[src/rtl/exc_pkg.sv]
// Package: shared constants, write-kind encoding and slot-to-number mapping
// for the exception priority resolver. Assumes slots are ordered by ascending
// exception number so that a first-found scan resolves ties toward lower numbers.
package exc_pkg;
    localparam int NUM_FIXED   = 2;   // NMI and hard fault slots
    localparam int NUM_SYS_CFG = 6;   // configurable system exceptions
    localparam int EXC_RESTART = 1;
    localparam int EXC_NMI     = 2;
    localparam int EXC_HARD    = 3;
    localparam int FIRST_IRQ   = 16;

    typedef enum logic [1:0] {
        WR_ENABLE = 2'b00,
        WR_PRIO   = 2'b01,
        WR_PEND   = 2'b10,
        WR_NONE   = 2'b11
    } wr_kind_e;

    // Map a slot index to its exception number.
    function automatic int slot_num(input int s);
        if (s == 0) return EXC_NMI;
        if (s == 1) return EXC_HARD;
        case (s)
            2:       return 4;
            3:       return 5;
            4:       return 6;
            5:       return 11;
            6:       return 14;
            7:       return 15;
            default: return FIRST_IRQ + s - (NUM_FIXED + NUM_SYS_CFG);
        endcase
    endfunction
endpackage

[src/rtl/exc_src_regs.sv]
// Per-source state: pending bits for all slots, plus enable and priority for
// configurable slots. Presents next-state values so that the selection can be
// registered in the same edge. Assumes request inputs are single-cycle pulses.
module exc_src_regs
    import exc_pkg::*;
#(
    parameter int NSLOT  = 16,
    parameter int PRIO_W = 3,
    parameter int NUM_W  = 5
) (
    input  logic                         clk,
    input  logic                         rst_n,
    input  logic [NSLOT-1:0]             req,
    input  logic                         wr_en,
    input  logic [1:0]                   wr_kind,
    input  logic [NUM_W-1:0]             wr_num,
    input  logic [PRIO_W-1:0]            wr_data,
    input  logic                         ack_valid,
    input  logic [NUM_W-1:0]             ack_num,
    output logic [NSLOT-1:0]             pend_nxt,
    output logic [NSLOT-1:0]             en_nxt,
    output logic [NSLOT-1:0][PRIO_W-1:0] prio_nxt
);
    logic [NSLOT-1:0] pend_q;

    for (genvar s = 0; s < NSLOT; s++) begin : g_slot
        localparam logic [NUM_W-1:0] SNUM = NUM_W'(slot_num(s));
        logic hit_wr;
        logic hit_ack;

        // Decode whether this cycle's write or acknowledge targets this slot.
        always_comb begin
            hit_wr  = wr_en && (wr_num == SNUM);
            hit_ack = ack_valid && (ack_num == SNUM);
        end

        // Next pending: a new request or pend write wins over an acknowledge.
        always_comb begin
            pend_nxt[s] = req[s] || (hit_wr && wr_kind == WR_PEND) ||
                          (pend_q[s] && !hit_ack);
        end

        if (s < NUM_FIXED) begin : g_fixed
            // Fixed-priority sources are always enabled; priority is unused.
            always_comb begin
                en_nxt[s]   = 1'b1;
                prio_nxt[s] = '0;
            end
        end else begin : g_cfg
            logic              en_q;
            logic [PRIO_W-1:0] prio_q;

            // Next enable and priority from the write port.
            always_comb begin
                en_nxt[s]   = (hit_wr && wr_kind == WR_ENABLE) ? wr_data[0] : en_q;
                prio_nxt[s] = (hit_wr && wr_kind == WR_PRIO) ? wr_data : prio_q;
            end

            // Store enable and priority; cleared by reset.
            always_ff @(posedge clk) begin
                if (!rst_n) begin
                    en_q   <= 1'b0;
                    prio_q <= '0;
                end else begin
                    en_q   <= en_nxt[s];
                    prio_q <= prio_nxt[s];
                end
            end
        end

        // An acknowledge with no coinciding set clears the pending bit.
        AST_ACK_CLEARS: assert property (@(posedge clk) disable iff (!rst_n)
            (hit_ack && !req[s] && !(hit_wr && wr_kind == WR_PEND)) |=> !pend_q[s]);
    end

    // Store pending bits; cleared by reset.
    always_ff @(posedge clk) begin
        if (!rst_n) pend_q <= '0;
        else        pend_q <= pend_nxt;
    end
endmodule

[src/rtl/exc_pick.sv]
// Combinational arbiter: ranks every pending, enabled slot and returns the
// winner's exception number. Fixed slots rank 0 and 1, configurable slots rank
// priority+2. Assumes slots are in ascending number order (ties to lower number).
module exc_pick
    import exc_pkg::*;
#(
    parameter int NSLOT  = 16,
    parameter int PRIO_W = 3,
    parameter int NUM_W  = 5
) (
    input  logic                         restart,
    input  logic [NSLOT-1:0]             pend,
    input  logic [NSLOT-1:0]             en,
    input  logic [NSLOT-1:0][PRIO_W-1:0] prio,
    output logic                         pick_valid,
    output logic [NUM_W-1:0]             pick_num
);
    localparam int RANK_W = PRIO_W + 1;

    logic [RANK_W-1:0] best_rank;
    logic [RANK_W-1:0] cand_rank;
    logic              found;

    // Linear scan keeping the strictly better candidate; restart overrides.
    always_comb begin
        found     = 1'b0;
        best_rank = '1;
        pick_num  = '0;
        cand_rank = '0;
        for (int s = 0; s < NSLOT; s++) begin
            cand_rank = (s < NUM_FIXED) ? RANK_W'(s)
                                        : RANK_W'(prio[s]) + RANK_W'(NUM_FIXED);
            if (pend[s] && en[s] && (!found || cand_rank < best_rank)) begin
                found     = 1'b1;
                best_rank = cand_rank;
                pick_num  = NUM_W'(slot_num(s));
            end
        end
        if (restart) begin
            found    = 1'b1;
            pick_num = NUM_W'(EXC_RESTART);
        end
        pick_valid = found;
    end
endmodule

[src/rtl/exc_vec_out.sv]
// Output register: holds the selected number and derives the signed interrupt
// number and vector address from it. Assumes pick_num is 0 when not valid.
module exc_vec_out #(
    parameter int NUM_W = 5
) (
    input  logic                    clk,
    input  logic                    rst_n,
    input  logic                    pick_valid,
    input  logic [NUM_W-1:0]        pick_num,
    output logic                    sel_valid,
    output logic [NUM_W-1:0]        sel_exc_num,
    output logic signed [NUM_W:0]   sel_irq_num,
    output logic [NUM_W+1:0]        sel_vector
);
    logic [NUM_W:0] num_ext;

    // Register the decision; reset to idle.
    always_ff @(posedge clk) begin
        if (!rst_n) begin
            sel_valid   <= 1'b0;
            sel_exc_num <= '0;
        end else begin
            sel_valid   <= pick_valid;
            sel_exc_num <= pick_valid ? pick_num : '0;
        end
    end

    // Derive the signed interrupt number and the vector address.
    always_comb begin
        num_ext     = {1'b0, sel_exc_num};
        sel_irq_num = sel_valid ? $signed(num_ext - (NUM_W+1)'(16)) : '0;
        sel_vector  = {sel_exc_num, 2'b00};
    end
endmodule

[src/rtl/exc_prio_resolver.sv]
// Top: exception priority resolver and vector generator. Collects requests,
// holds per-source state, picks the most urgent pending, enabled source and
// registers its number, signed interrupt number and vector address.
// Assumes synchronous active-low reset and single-cycle request pulses.
module exc_prio_resolver
    import exc_pkg::*;
#(
    parameter int NUM_IRQ = 8,
    parameter int PRIO_W  = 3,
    localparam int NUM_W  = $clog2(FIRST_IRQ + NUM_IRQ),
    localparam int NSLOT  = NUM_FIXED + NUM_SYS_CFG + NUM_IRQ
) (
    input  logic                  clk,
    input  logic                  rst_n,
    input  logic                  restart_req,
    input  logic                  nmi_req,
    input  logic                  hardfault_req,
    input  logic [5:0]            sys_req,
    input  logic [NUM_IRQ-1:0]    irq_req,
    input  logic                  wr_en,
    input  logic [1:0]            wr_kind,
    input  logic [NUM_W-1:0]      wr_num,
    input  logic [PRIO_W-1:0]     wr_data,
    input  logic                  ack_valid,
    input  logic [NUM_W-1:0]      ack_num,
    output logic                  sel_valid,
    output logic [NUM_W-1:0]      sel_exc_num,
    output logic signed [NUM_W:0] sel_irq_num,
    output logic [NUM_W+1:0]      sel_vector
);
    logic [NSLOT-1:0]             req_all;
    logic [NSLOT-1:0]             pend_nxt;
    logic [NSLOT-1:0]             en_nxt;
    logic [NSLOT-1:0][PRIO_W-1:0] prio_nxt;
    logic                         pick_valid;
    logic [NUM_W-1:0]             pick_num;

    // Gather request pulses in slot order.
    always_comb req_all = {irq_req, sys_req, hardfault_req, nmi_req};

    exc_src_regs #(.NSLOT(NSLOT), .PRIO_W(PRIO_W), .NUM_W(NUM_W)) u_regs (
        .clk(clk), .rst_n(rst_n), .req(req_all),
        .wr_en(wr_en), .wr_kind(wr_kind), .wr_num(wr_num), .wr_data(wr_data),
        .ack_valid(ack_valid), .ack_num(ack_num),
        .pend_nxt(pend_nxt), .en_nxt(en_nxt), .prio_nxt(prio_nxt)
    );

    exc_pick #(.NSLOT(NSLOT), .PRIO_W(PRIO_W), .NUM_W(NUM_W)) u_pick (
        .restart(restart_req), .pend(pend_nxt), .en(en_nxt), .prio(prio_nxt),
        .pick_valid(pick_valid), .pick_num(pick_num)
    );

    exc_vec_out #(.NUM_W(NUM_W)) u_out (
        .clk(clk), .rst_n(rst_n), .pick_valid(pick_valid), .pick_num(pick_num),
        .sel_valid(sel_valid), .sel_exc_num(sel_exc_num),
        .sel_irq_num(sel_irq_num), .sel_vector(sel_vector)
    );

    AST_RESTART_WINS: assert property (@(posedge clk) disable iff (!rst_n)
        restart_req |=> (sel_valid && sel_exc_num == NUM_W'(EXC_RESTART)));
    AST_NMI_WINS: assert property (@(posedge clk) disable iff (!rst_n)
        (nmi_req && !restart_req) |=> (sel_valid && sel_exc_num == NUM_W'(EXC_NMI)));
    AST_NO_RESERVED: assert property (@(posedge clk) disable iff (!rst_n)
        sel_valid |-> !(sel_exc_num inside {7, 8, 9, 10, 12, 13}));
    AST_IDLE_ZERO: assert property (@(posedge clk) disable iff (!rst_n)
        !sel_valid |-> (sel_exc_num == '0 && sel_vector == '0 && sel_irq_num == '0));
endmodule

[config.mk]
export PLATFORM = sky130hd
export DESIGN_NAME = exc_prio_resolver
export DESIGN_NICKNAME = d
export VERILOG_FILES = /design/src/rtl/exc_pkg.sv /design/src/rtl/exc_src_regs.sv /design/src/rtl/exc_pick.sv /design/src/rtl/exc_vec_out.sv /design/src/rtl/exc_prio_resolver.sv
export SDC_FILE = /design/constraint.sdc
export NUM_CORES = 1
export LEC_CHECK = 0
export BUFFER_PORTS_ARGS = -buffer_cell sky130_fd_sc_hd__buf_2
export CAP_MARGIN = 0
export CORE_MARGIN = 10
export CORE_UTILIZATION = 35
export CTS_BUF_LIST = sky130_fd_sc_hd__clkbuf_4 sky130_fd_sc_hd__clkbuf_8
export DETAILED_ROUTE_END_ITERATION = 16
export PLACE_DENSITY = 0.61
export SLEW_MARGIN = 20
export SYNTH_ARGS = -nofsm -noshare
export SYNTH_HDL_FRONTEND = slang
export SYNTH_SLANG_ARGS = --single-unit
[constraint.sdc]
create_clock -name clk -period 25.5 [get_ports clk]
set_input_delay 1.275 -clock clk [delete_from_list [all_inputs] [get_ports clk]]
set_output_delay 1.275 -clock clk [all_outputs]
set_load 0.02 [all_outputs]
* Word-level counts from Yosys, hierarchy flattened
Cells that the tools add are included.
** Storage, ports and cells
- Memories :: 0
- Output and inout bits :: 19
- Bits in read-only memories :: 0
- Bits in registers :: 78
- Bits in writable memories :: 0
- Latch bits :: 0
- Logic and storage cells :: 384
- Bits of input ports :: 36
** Cells by class
- Multiply operators :: 0
- Equality and inequality tests :: 34
- Bitwise gates (word level) :: 2
- Reduce and logical (&&, ||, !) cells :: 203
- Muxes and demuxes :: 82
- Magnitude comparators :: 15
- Add/subtract/negate cells :: 15
- Shift-type cells :: 0
- Div/mod/pow operators :: 0
** Operator list (count)
- logical AND 1 bit :: 121
- == test 5 bit, second input constant :: 16
- 2-to-1 mux 5 bit :: 15
- 2-to-1 mux 4 bit :: 18
- adder 3 x 2 -> 4 bit, second input constant :: 14
- less-than comparator 4 bit :: 14
- logical OR 1 bit :: 47
- 2-to-1 mux 3 bit :: 14
- 2-to-1 mux 1 bit :: 34
- logical NOT 1 bit :: 31
- == test 5 x 3 -> 1 bit, second input constant :: 6
- == test 5 x 4 -> 1 bit, second input constant :: 6
- == test 5 x 2 -> 1 bit, second input constant :: 4
- OR reduction 11 bit :: 1
- 2-to-1 mux 6 bit :: 1
- subtractor 5 x 5 -> 6 bit, second input constant :: 1
- less-than comparator 1 x 4 -> 1 bit, first input constant :: 1
- OR reduction 3 bit :: 1
- == test 2 x 1 -> 1 bit, second input constant :: 1
- == test 2 bit, second input constant :: 1
- logical NOT 2 bit :: 1
- NOT 1 bit :: 2
- AND reduction 2 bit :: 1

* Depth between registers and ports, before layout
Gate-level depths: netlist of the first run.
- Depth after elaboration :: 69
- Gate-level depth with buffers :: 132
- Depth with buffers taken out :: 129

* Cells and area by module
Synthesis of the first run repeated with hierarchy kept, for this count alone.
** Second synthesis, totals
- Cell total of the unflattened synthesis :: 960
- Area, all modules :: 7210.7 um^2
** By module, submodules not included
- exc_src_regs :: seq. area each 1441.4 um^2, cells each 469, area each 3732.3 um^2, instances 1
- exc_pick :: seq. area each 0.0 um^2, cells each 465, area each 3224.3 um^2, instances 1
- exc_vec_out :: seq. area each 120.1 um^2, cells each 26, area each 254.0 um^2, instances 1

* Least setup slack after synthesis of the first run
OpenSTA, ideal clock, no wires.
- Path kind :: in2reg
- From :: in wr_num[2]
- To :: reg u_out.sel_exc_num[4]
- Required time :: 25383 ps
- Setup time :: 117 ps
- Buffers on the path :: 4
- Slack :: 1229 ps
- Stages :: 121
- Data arrival time :: 24154 ps
- Cells stage by stage :: buf_2 -> and4bb_1 -> buf_4 -> nand3_1 -> mux2_2 -> ha_1 -> ha_1 -> a21o_1 -> a311oi_1 -> a211oi_1 -> o21ai_0 -> and2_1 -> a21oi_1 -> ha_1 -> a211oi_1 -> nand2b_1 -> o31ai_1 -> nand2_1 -> [... 85 more ...] -> a21o_1 -> a21oi_1 -> nor2b_1 -> inv_1 -> o41ai_2 -> nor2_1 -> a221oi_1 -> ha_1 -> inv_1 -> o21ai_0 -> o21ai_0 -> o21ai_0 -> a21oi_1 -> a21oi_1 -> and2_1 -> o41ai_1 -> or4_1 -> nor2b_1
** RTL lines
- from (decl) :: line exc_prio_resolver.sv:22 : input logic [NUM_W-1:0] wr_num,
- to (signal assigned) :: line exc_vec_out.sv:24 : sel_exc_num <= pick_valid ? pick_num : '0;
- to (decl) :: line exc_vec_out.sv:11 : output logic [NUM_W-1:0] sel_exc_num,

* Final worst setup path of the first run
- From :: in ack_num[4]
- To :: reg u_out.sel_exc_num[4]
** Between the ends
- Longest elaborated chain between the ends :: 69
- Elaborated cells between the ends (all ways) :: 202
- Classes of those cells :: order compare: 15; eq/ne: 16; mux: 46; bitwise: 1; reduce/logical: 124
** RTL lines
- from (decl) :: line exc_prio_resolver.sv:25 : input logic [NUM_W-1:0] ack_num,
- == test 5 x 2 -> 1 bit :: line exc_src_regs.sv:34 : hit_ack = ack_valid && (ack_num == SNUM);
- logical AND 1 bit :: line exc_src_regs.sv:34
- logical NOT 1 bit :: line exc_src_regs.sv:40 : (pend_q[s] && !hit_ack);
- logical AND 1 bit :: line exc_src_regs.sv:40
- logical OR 1 bit :: line exc_src_regs.sv:39 : pend_nxt[s] = req[s] || (hit_wr && wr_kind == WR_PEND) ||
- 2-to-1 mux 4 bit / 2-to-1 mux 1 bit (equally long branches) :: line exc_pick.sv:33 : if (pend[s] && en[s] && (!found || cand_rank < best_rank)) begin
- less-than comparator 1 x 4 -> 1 bit / logical NOT 1 bit (equally long branches) :: line exc_pick.sv:33
- logical OR 1 bit :: line exc_pick.sv:33
- [... 53 more ...]
- 2-to-1 mux 4 bit / 2-to-1 mux 1 bit (equally long branches) :: line exc_pick.sv:33
- less-than comparator 4 bit / logical NOT 1 bit (equally long branches) :: line exc_pick.sv:33
- logical OR 1 bit :: line exc_pick.sv:33
- logical AND 1 bit :: line exc_pick.sv:33
- 2-to-1 mux 1 bit :: line exc_pick.sv:33
- 2-to-1 mux 1 bit :: line exc_pick.sv:39 : if (restart) begin
- NOT 1 bit (no source line)
- OR reduction 3 bit (no source line)
Several ways; a longest one is shown, not always the timed one.
A chain may end at the register's enable or synchronous reset.

==> results of run 1 <==
cells in the mapped netlist (3+ instances only):
cell type / number
a31oi_1: 12
a221oi_1: 8
nand2b_1: 23
clkbuf_1: 16
mux2_2: 26
a21boi_0: 15
nand2_1: 44
nand4bb_1: 3
inv_1: 41
nor2_1: 40
or2_2: 5
nor2b_1: 53
o31ai_1: 10
a21oi_1: 33
and2_1: 39
a211o_1: 6
o21ai_0: 39
dfxtp_1: 78
a22oi_1: 7
ha_1: 55
nor3_1: 20
buf_2: 7
nand4b_1: 5
nor3b_1: 3
nand4_1: 8
nor4_1: 4
a21o_1: 14
a211oi_1: 4
nand3_1: 18
and3_1: 3
nor4bb_1: 3
buf_4: 9
o211ai_1: 6
a22o_1: 3
mux2i_1: 41
nand3b_1: 3
o31a_1: 3
o21ai_1: 3
o21a_1: 21
state kept, by name, indices dropped and copies added, names as in the netlist:
name / count
u_regs.g_slot.g_cfg.prio_q: 42
u_regs.pend_q: 16
u_regs.g_slot.g_cfg.en_q: 14
u_out.sel_exc_num: 5
u_out.sel_valid: 1
path summary, 6_finish.rpt:
path | slack [ns] | to | depth (start not counted) | startpoint
worst max-delay path | 1.13 | u_out.sel_exc_num[4] | 119 | ack_num[4]
worst min-delay path | 0.49 | u_regs.g_slot[9].g_cfg.en_q | 2 | u_regs.g_slot[9].g_cfg.en_q
worst max register to register | 2.34 | u_out.sel_exc_num[4] | 117 | u_regs.g_slot[2].g_cfg.prio_q[2]
worst min register to register | 0.49 | u_regs.g_slot[9].g_cfg.en_q | 2 | u_regs.g_slot[9].g_cfg.en_q
per-stage QoR:
step	utilization (%)	instances	cell area, um2
floorplan	-	800	6716
global placement	39.19	1086	7355
detailed placement	39.19	1086	7355
CTS	40.42	1102	7586
global route	42.91	1129	8053
finish	42.91	1129	8053
worst max-delay path: cells and delay by family:
kind / cells / cell delay [ns]
buffers and inverters: 9 / 1.03
multiplexers: 5 / 1.40
adder cells (fa/ha/maj): 14 / 3.98
AND/OR/NAND/NOR: 35 / 6.85
AO/OA/AOI/OAI: 56 / 10.09
what timing repair did:
| item | CTS | global route |
|---|---|---|
| resized for setup | 5 | 63 |
| pin swaps | 0 | 30 |
| setup buffers | 0 | 27 |
| endpoints found under the setup margin | 4 | 5 |
power by group:
| group | total, mW | switching, mW | internal (mW) |
|---|---|---|---|
| logic | 0.0594 | 0.0348 | 0.0246 |
| clock network | 0.0992 | 0.0522 | 0.0470 |
| registers | 0.125 | 0.000837 | 0.124 |
layout make-up:
type                       count  area [um2]
timing repair buffer         113       725.7
fill                        1846       10720
multi-input combinational    647        5117
tap                          234       292.8
sequential                    78        1562
clock inverter                 6       70.07
inverter                      41       153.9
clock buffer                  10       131.4
routing by layer:
metal / up-vias / wire length (um)
li1: 3137 / -
met1: 2985 / 9060
met2: 148 / 9095
met3: 25 / 1077
met4: 0 / 430
met5: - / 0
kinds of logic after synthesis:
logic type	count (synthesis)	synth area share, %
muxes	67	10.48
and+or+nand+nor	297	25.96
buffers and inverters	75	4.828
adders and majority gates	55	10.25
DFF	78	23.26
other	1	0.05586
AOI/OAI and AO/OA	226	25.16
==> qor.yml, run 1 <==
sta:
  worst_clock_skew_ns: 0.006895
  holdWs_ns: 0.4903
  slew_headroom_pct: 23.28
  drv_slew: 0
  setup_slack_ns: 1.129
  tightestPinTransition_ns: 1.140
  max_freq_ghz: 0.04103
  finalHoldViolations: 0
  tns_ns: 0
  fin_crit_sh_pct: 95.57
  fin_crit_ns: 24.37
  setup_viol: 0
setup_path:
  slowest_stage: "or4b_4"
  critical-path-max-stage-delay_ns: 0.59
  arrival_ns: 24.64
  end_kind: "flop"
  critical_path_class: "in -> reg"
  critPathLaunchType: "input port"
  cpMostUsedCell: "ha_1"
  crit_fanout: 10
  crit_required_ns: 25.77
floorplanning:
  die-area_um2: 25120
  die_h_um: 158.5
  io_pins: 55
  start_util_pct: 35.77
  fp.dieW_um: 158.5
  std_cell_rows: 50
  core_um2: 18770
yosys:
  synth-seq-area-share_pct: 23.26
  avgSynthCellArea_um2: 8.401
  yosys-top-cells-area: "dfxtp_1 (23%), ha_1 (10%), mux2i_1 (6.1%), nor2b_1 (4.9%), mux2_2 (4.4%)"
  synth_seq_cells: 78
  synth_edf_count: 0
  syn_inst: 799
  async_reset_ff_share_pct: 0
  synth.largest_area_cell: "dfxtp_1"
  ys.flop_type: "dfxtp_1"
  synth_top_area_share_pct: 23.26
  ys_types: 93
  syn-cell-area_um2: 6713
  yosysWarnings: 0
grt:
  met2_usage_pct: 23.94
  grt_pass1_wl_mm: 30.62
  grt_busiest_layer: "met2"
  grt_util_met1_pct: 19.90
  first_global_vias: 5961
  antenna_found_initial: 0
  overflow: 0
  gr-usage-met3_pct: 2.482
  grt_start_max_net_pins: 74
  grt_usage_pct: 15.13
clocking:
  cts_inserted_buffers: 9
  path_clk_slew_ns: 0.09
  cts_hold_buf: 0
  cts_root_buf: "clkbuf_8"
  clock_latency_ns: 0.37
  cts_sinks: 78
  clk_path_buf_depth: 2
  cts_max_level: 3
  cts_tree: "built"
flow_run:
  max_cap_violations: 0
placement:
  preCtsSetupSlack_ns: -0.5943
  routabilityCongestion: 0.9094
  hpwl_mm: 14.66
  portBuffers: 52
worst_hold_path:
  min_path_type: "reg -> reg"
power:
  max-vdd-ir-drop_mv: 0.01869
  power.leakage_nw: 3.409
  total_power_mw: 0.2835
  p_per_area_nw_per_um2: 35.20
routing:
  wl_mm: 19.66
  drtIter0Drc: 295
  num_vias: 6295
  postRouteAntennaNets: 0
  vias_per_cell: 5.576
  drc: 0
  first_pass_iters: 6
  wl_per_cell_um: 17.42
finish:
  area_growth_pct: 19.96
  nets: 981
  num_antenna_cells: 0
  mostFrequentLayoutCells: "dfxtp_1 (78), buf_4 (59), buf_2 (52)"
  final_common_cell: "dfxtp_1"
  final_layout_size_suffix_gt1_share_pct: 26.82
run_status:
  status: "complete, no violations"
(Power assumes the default switching activity.)
==> run 2: changes to the inputs <==
CORE_UTILIZATION = 57   (was 35)
PLACE_DENSITY = 0.88   (was 0.61)
==> run 2 against run 1 <==
Compared with the run above:
- the flow now finishes with violations (setup timing)
- sequential power is essentially flat
- critical path depth is 3 higher
- flip-flop and latch count did not move
- fmax down 5.0%
- via count up 14%
- total power is 1.6% lower
- critical path type unchanged
- global-route usage grew 5.8 points
- worst setup slack worse by 1.3 ns
==> qor.yml, run 2 (synthesis results as in run 1) <==
clocking:
  cts_root_buf: "clkbuf_8"
  path_clk_slew_ns: 0.09  # about the same
  clk_path_buf_depth: 2  # unchanged
  cts_inserted_buffers: 9  # unchanged
  clock_latency_ns: 0.38  # about the same
  cts_sinks: 78  # unchanged
  cts_hold_buf: 0  # unchanged
  cts_max_level: 3  # unchanged
  cts_tree: "built"
routing:
  wl_per_cell_um: 21.54  # +24%
  postRouteAntennaNets: 0  # unchanged
  drtIter0Drc: 1388  # +370%
  first_pass_iters: 10  # +4
  vias_per_cell: 6.916  # +24%
  drc: 0  # unchanged
  num_vias: 7186  # +14%
  wl_mm: 22.38  # +14%
finish:
  final_layout_size_suffix_gt1_share_pct: 29.46  # +2.6 points
  seqCellArea_um2: 1562  # unchanged
  num_antenna_cells: 0  # unchanged
  regMostFlops: "u_regs.g_slot.g_cfg.prio_q"
  fillers: 725  # -61%
  final_common_cell: "dfxtp_1"
  largest_reg_flops: 42  # unchanged
  multiInputGateArea_um2: 5256  # +2.7%
  area_growth_pct: 20.11
  nets: 982  # +0.10%
  reg.largest.list: "u_regs.g_slot.g_cfg.prio_q: 42 flops, u_regs.pend_q: 16 flops, u_regs.g_slot.g_cfg.en_q: 14 flops"
  mostFrequentLayoutCells: "dfxtp_1 (78), buf_4 (60), buf_2 (52)"
setup_path:
  crit_fanout: 8  # -2
  critical-path-max-stage-delay_ns: 0.59  # about the same
  critPathLaunch: "ack_num[2]"
  crit_required_ns: 25.77  # about the same
  crit_buf_inv: 11  # +2
  slowest_stage: "or4b_4"
  reg2reg_slack_ns: 1.07  # -1.27 ns
  reg2reg_depth: 121  # +3.4%
  end_kind: "flop"
  cpMostUsedCell: "ha_1"
  critical_path.endpoint: "u_out.sel_exc_num[4]"
  reg2reg_from: "u_regs.g_slot[2].g_cfg.prio_q[1]"
  crit_family: "compound AO/OA/AOI/OAI gates"
  arrival_ns: 25.93  # +1.29 ns
  critPathLaunchType: "input port"
  critical_path_class: "in -> reg"
  cp.depth: 122  # +2.5%
  timing.rr.end: "u_out.sel_exc_num[4]"
sta:
  worst_clock_skew_ns: 0.01205  # +0.005158 ns
  tightestPinTransition_ns: 1.112  # -0.02860 ns
  setup_slack_ns: -0.1544  # -1.284 ns
  drv_slew: 0  # unchanged
  fin_crit_sh_pct: 100.6  # +5.0 points
  finalHoldViolations: 0  # unchanged
  max_freq_ghz: 0.03898  # -5.0%
  fin_crit_ns: 25.65  # +1.284 ns
  setup_viol: 2  # +2
  slew_headroom_pct: 24.87  # +1.6 points
placement:
  preCtsSetupSlack_ns: -0.8127  # -0.2184 ns
  routabilityCongestion: 0.9794  # +7.7%
  hpwl_mm: 13.61  # -7.2%
  portBuffers: 52  # unchanged
power:
  max-vdd-ir-drop_mv: 0.03625  # +94%
  total_power_mw: 0.2789  # -1.6%
  p_per_area_nw_per_um2: 34.59  # -1.7%
  power.leakage_nw: 3.448  # +1.1%
floorplanning:
  die_h_um: 128.5  # -19%
  die-area_um2: 16520  # -34%
  start_util_pct: 58.54  # +23 points
  core_um2: 11470  # -39%
  std_cell_rows: 39  # -22%
  io_pins: 55  # unchanged
  fp.dieW_um: 128.5  # -19%
grt:
  grt_start_max_net_pins: 74  # unchanged
  overflow: 0  # unchanged
  grt_usage_pct: 20.88  # +5.8 points
  grt_pass1_wl_mm: 29.03  # -5.2%
  antenna_found_initial: 0  # unchanged
  first_global_vias: 5950  # -0.18%
run_status:
  status: "finished with violations"
  violations: "setup timing"
flow_run:
  max_cap_violations: 0  # unchanged
worst_hold_path:
  hold_depth: 2  # unchanged
  min_path_type: "reg -> reg"
-- run 2: layout make-up --
type | instances | area share, %
multi-input cells | 648 | 65.19
repair buffers | 113 | 8.954
well taps | 143 | 2.219
clock inverters | 7 | 0.8225
flip-flops and latches | 78 | 19.37
clock buffers | 9 | 1.536
inverters | 41 | 1.909
-- run 2: per-layer routing --
metal  up-vias  GRT usage [%]  routed length, um
li1       3135              -                  -
met1      3338          27.57               8452
met2       570          32.99              10220
met3       143          3.901               2375
met4         0          8.186               1331
met5         -              0                  0
-- run 2: tightest hold or removal path, delay by kind of cell, from the launching register on --
| family | cells | cell delay [ns] |
|---|---|---|
| flops | 1 | 0.31 |
| compound gates | 1 | 0.07 |
| simple gates | 1 | 0.06 |
-- run 2: power breakdown --
group	total (mW)	leakage (nW)	internal (mW)	switching, mW
logic	0.0627	2.72	0.0246	0.0381
clock network	0.0912	0.0896	0.0373	0.0539
registers	0.125	0.634	0.124	0.000911
total	0.279	3.45	0.186	0.0929
-- run 2: worst min path at each step --
stage / start / end / slack [ns]
6_report: u_regs.g_slot[9].g_cfg.en_q / u_regs.g_slot[9].g_cfg.en_q / 0.49
4_1_cts: u_regs.g_slot[9].g_cfg.en_q / u_regs.g_slot[9].g_cfg.en_q / 0.49
3_3_place_gp: u_regs.g_slot[9].g_cfg.en_q / u_regs.g_slot[9].g_cfg.en_q / 0.46
5_1_grt: u_regs.g_slot[9].g_cfg.en_q / u_regs.g_slot[9].g_cfg.en_q / 0.52
3_5_place_dp: u_regs.g_slot[9].g_cfg.en_q / u_regs.g_slot[9].g_cfg.en_q / 0.48
2_1_floorplan: u_regs.g_slot[9].g_cfg.en_q / u_regs.g_slot[9].g_cfg.en_q / 0.45
-- run 2: timing repair --
| item | CTS | global route |
|---|---|---|
| gates resized for setup | 4 | 92 |
| buffers inserted | 1 | 36 |
| hold endpoints to repair | 0 | 0 |
| gates cloned | 0 | 1 |
| setup endpoints to repair | 5 | 5 |
| pin swaps | 2 | 43 |
-- run 2: stage by stage --
stage / util, % / setup TNS, ns / instance area (um2) / std cells / hold slack, ns
2_1_floorplan: - / 0 / 6716 / 800 / 0.4518
3_3_place_gp: 62.49 / -0.3346 / 7166 / 985 / 0.4648
3_5_place_dp: 62.49 / -3.256 / 7166 / 985 / 0.4770
4_1_cts: 64.41 / 0 / 7386 / 1002 / 0.4904
5_1_grt: 70.31 / -5.261 / 8063 / 1039 / 0.5215
6_report: 70.31 / -0.2949 / 8063 / 1039 / 0.4935
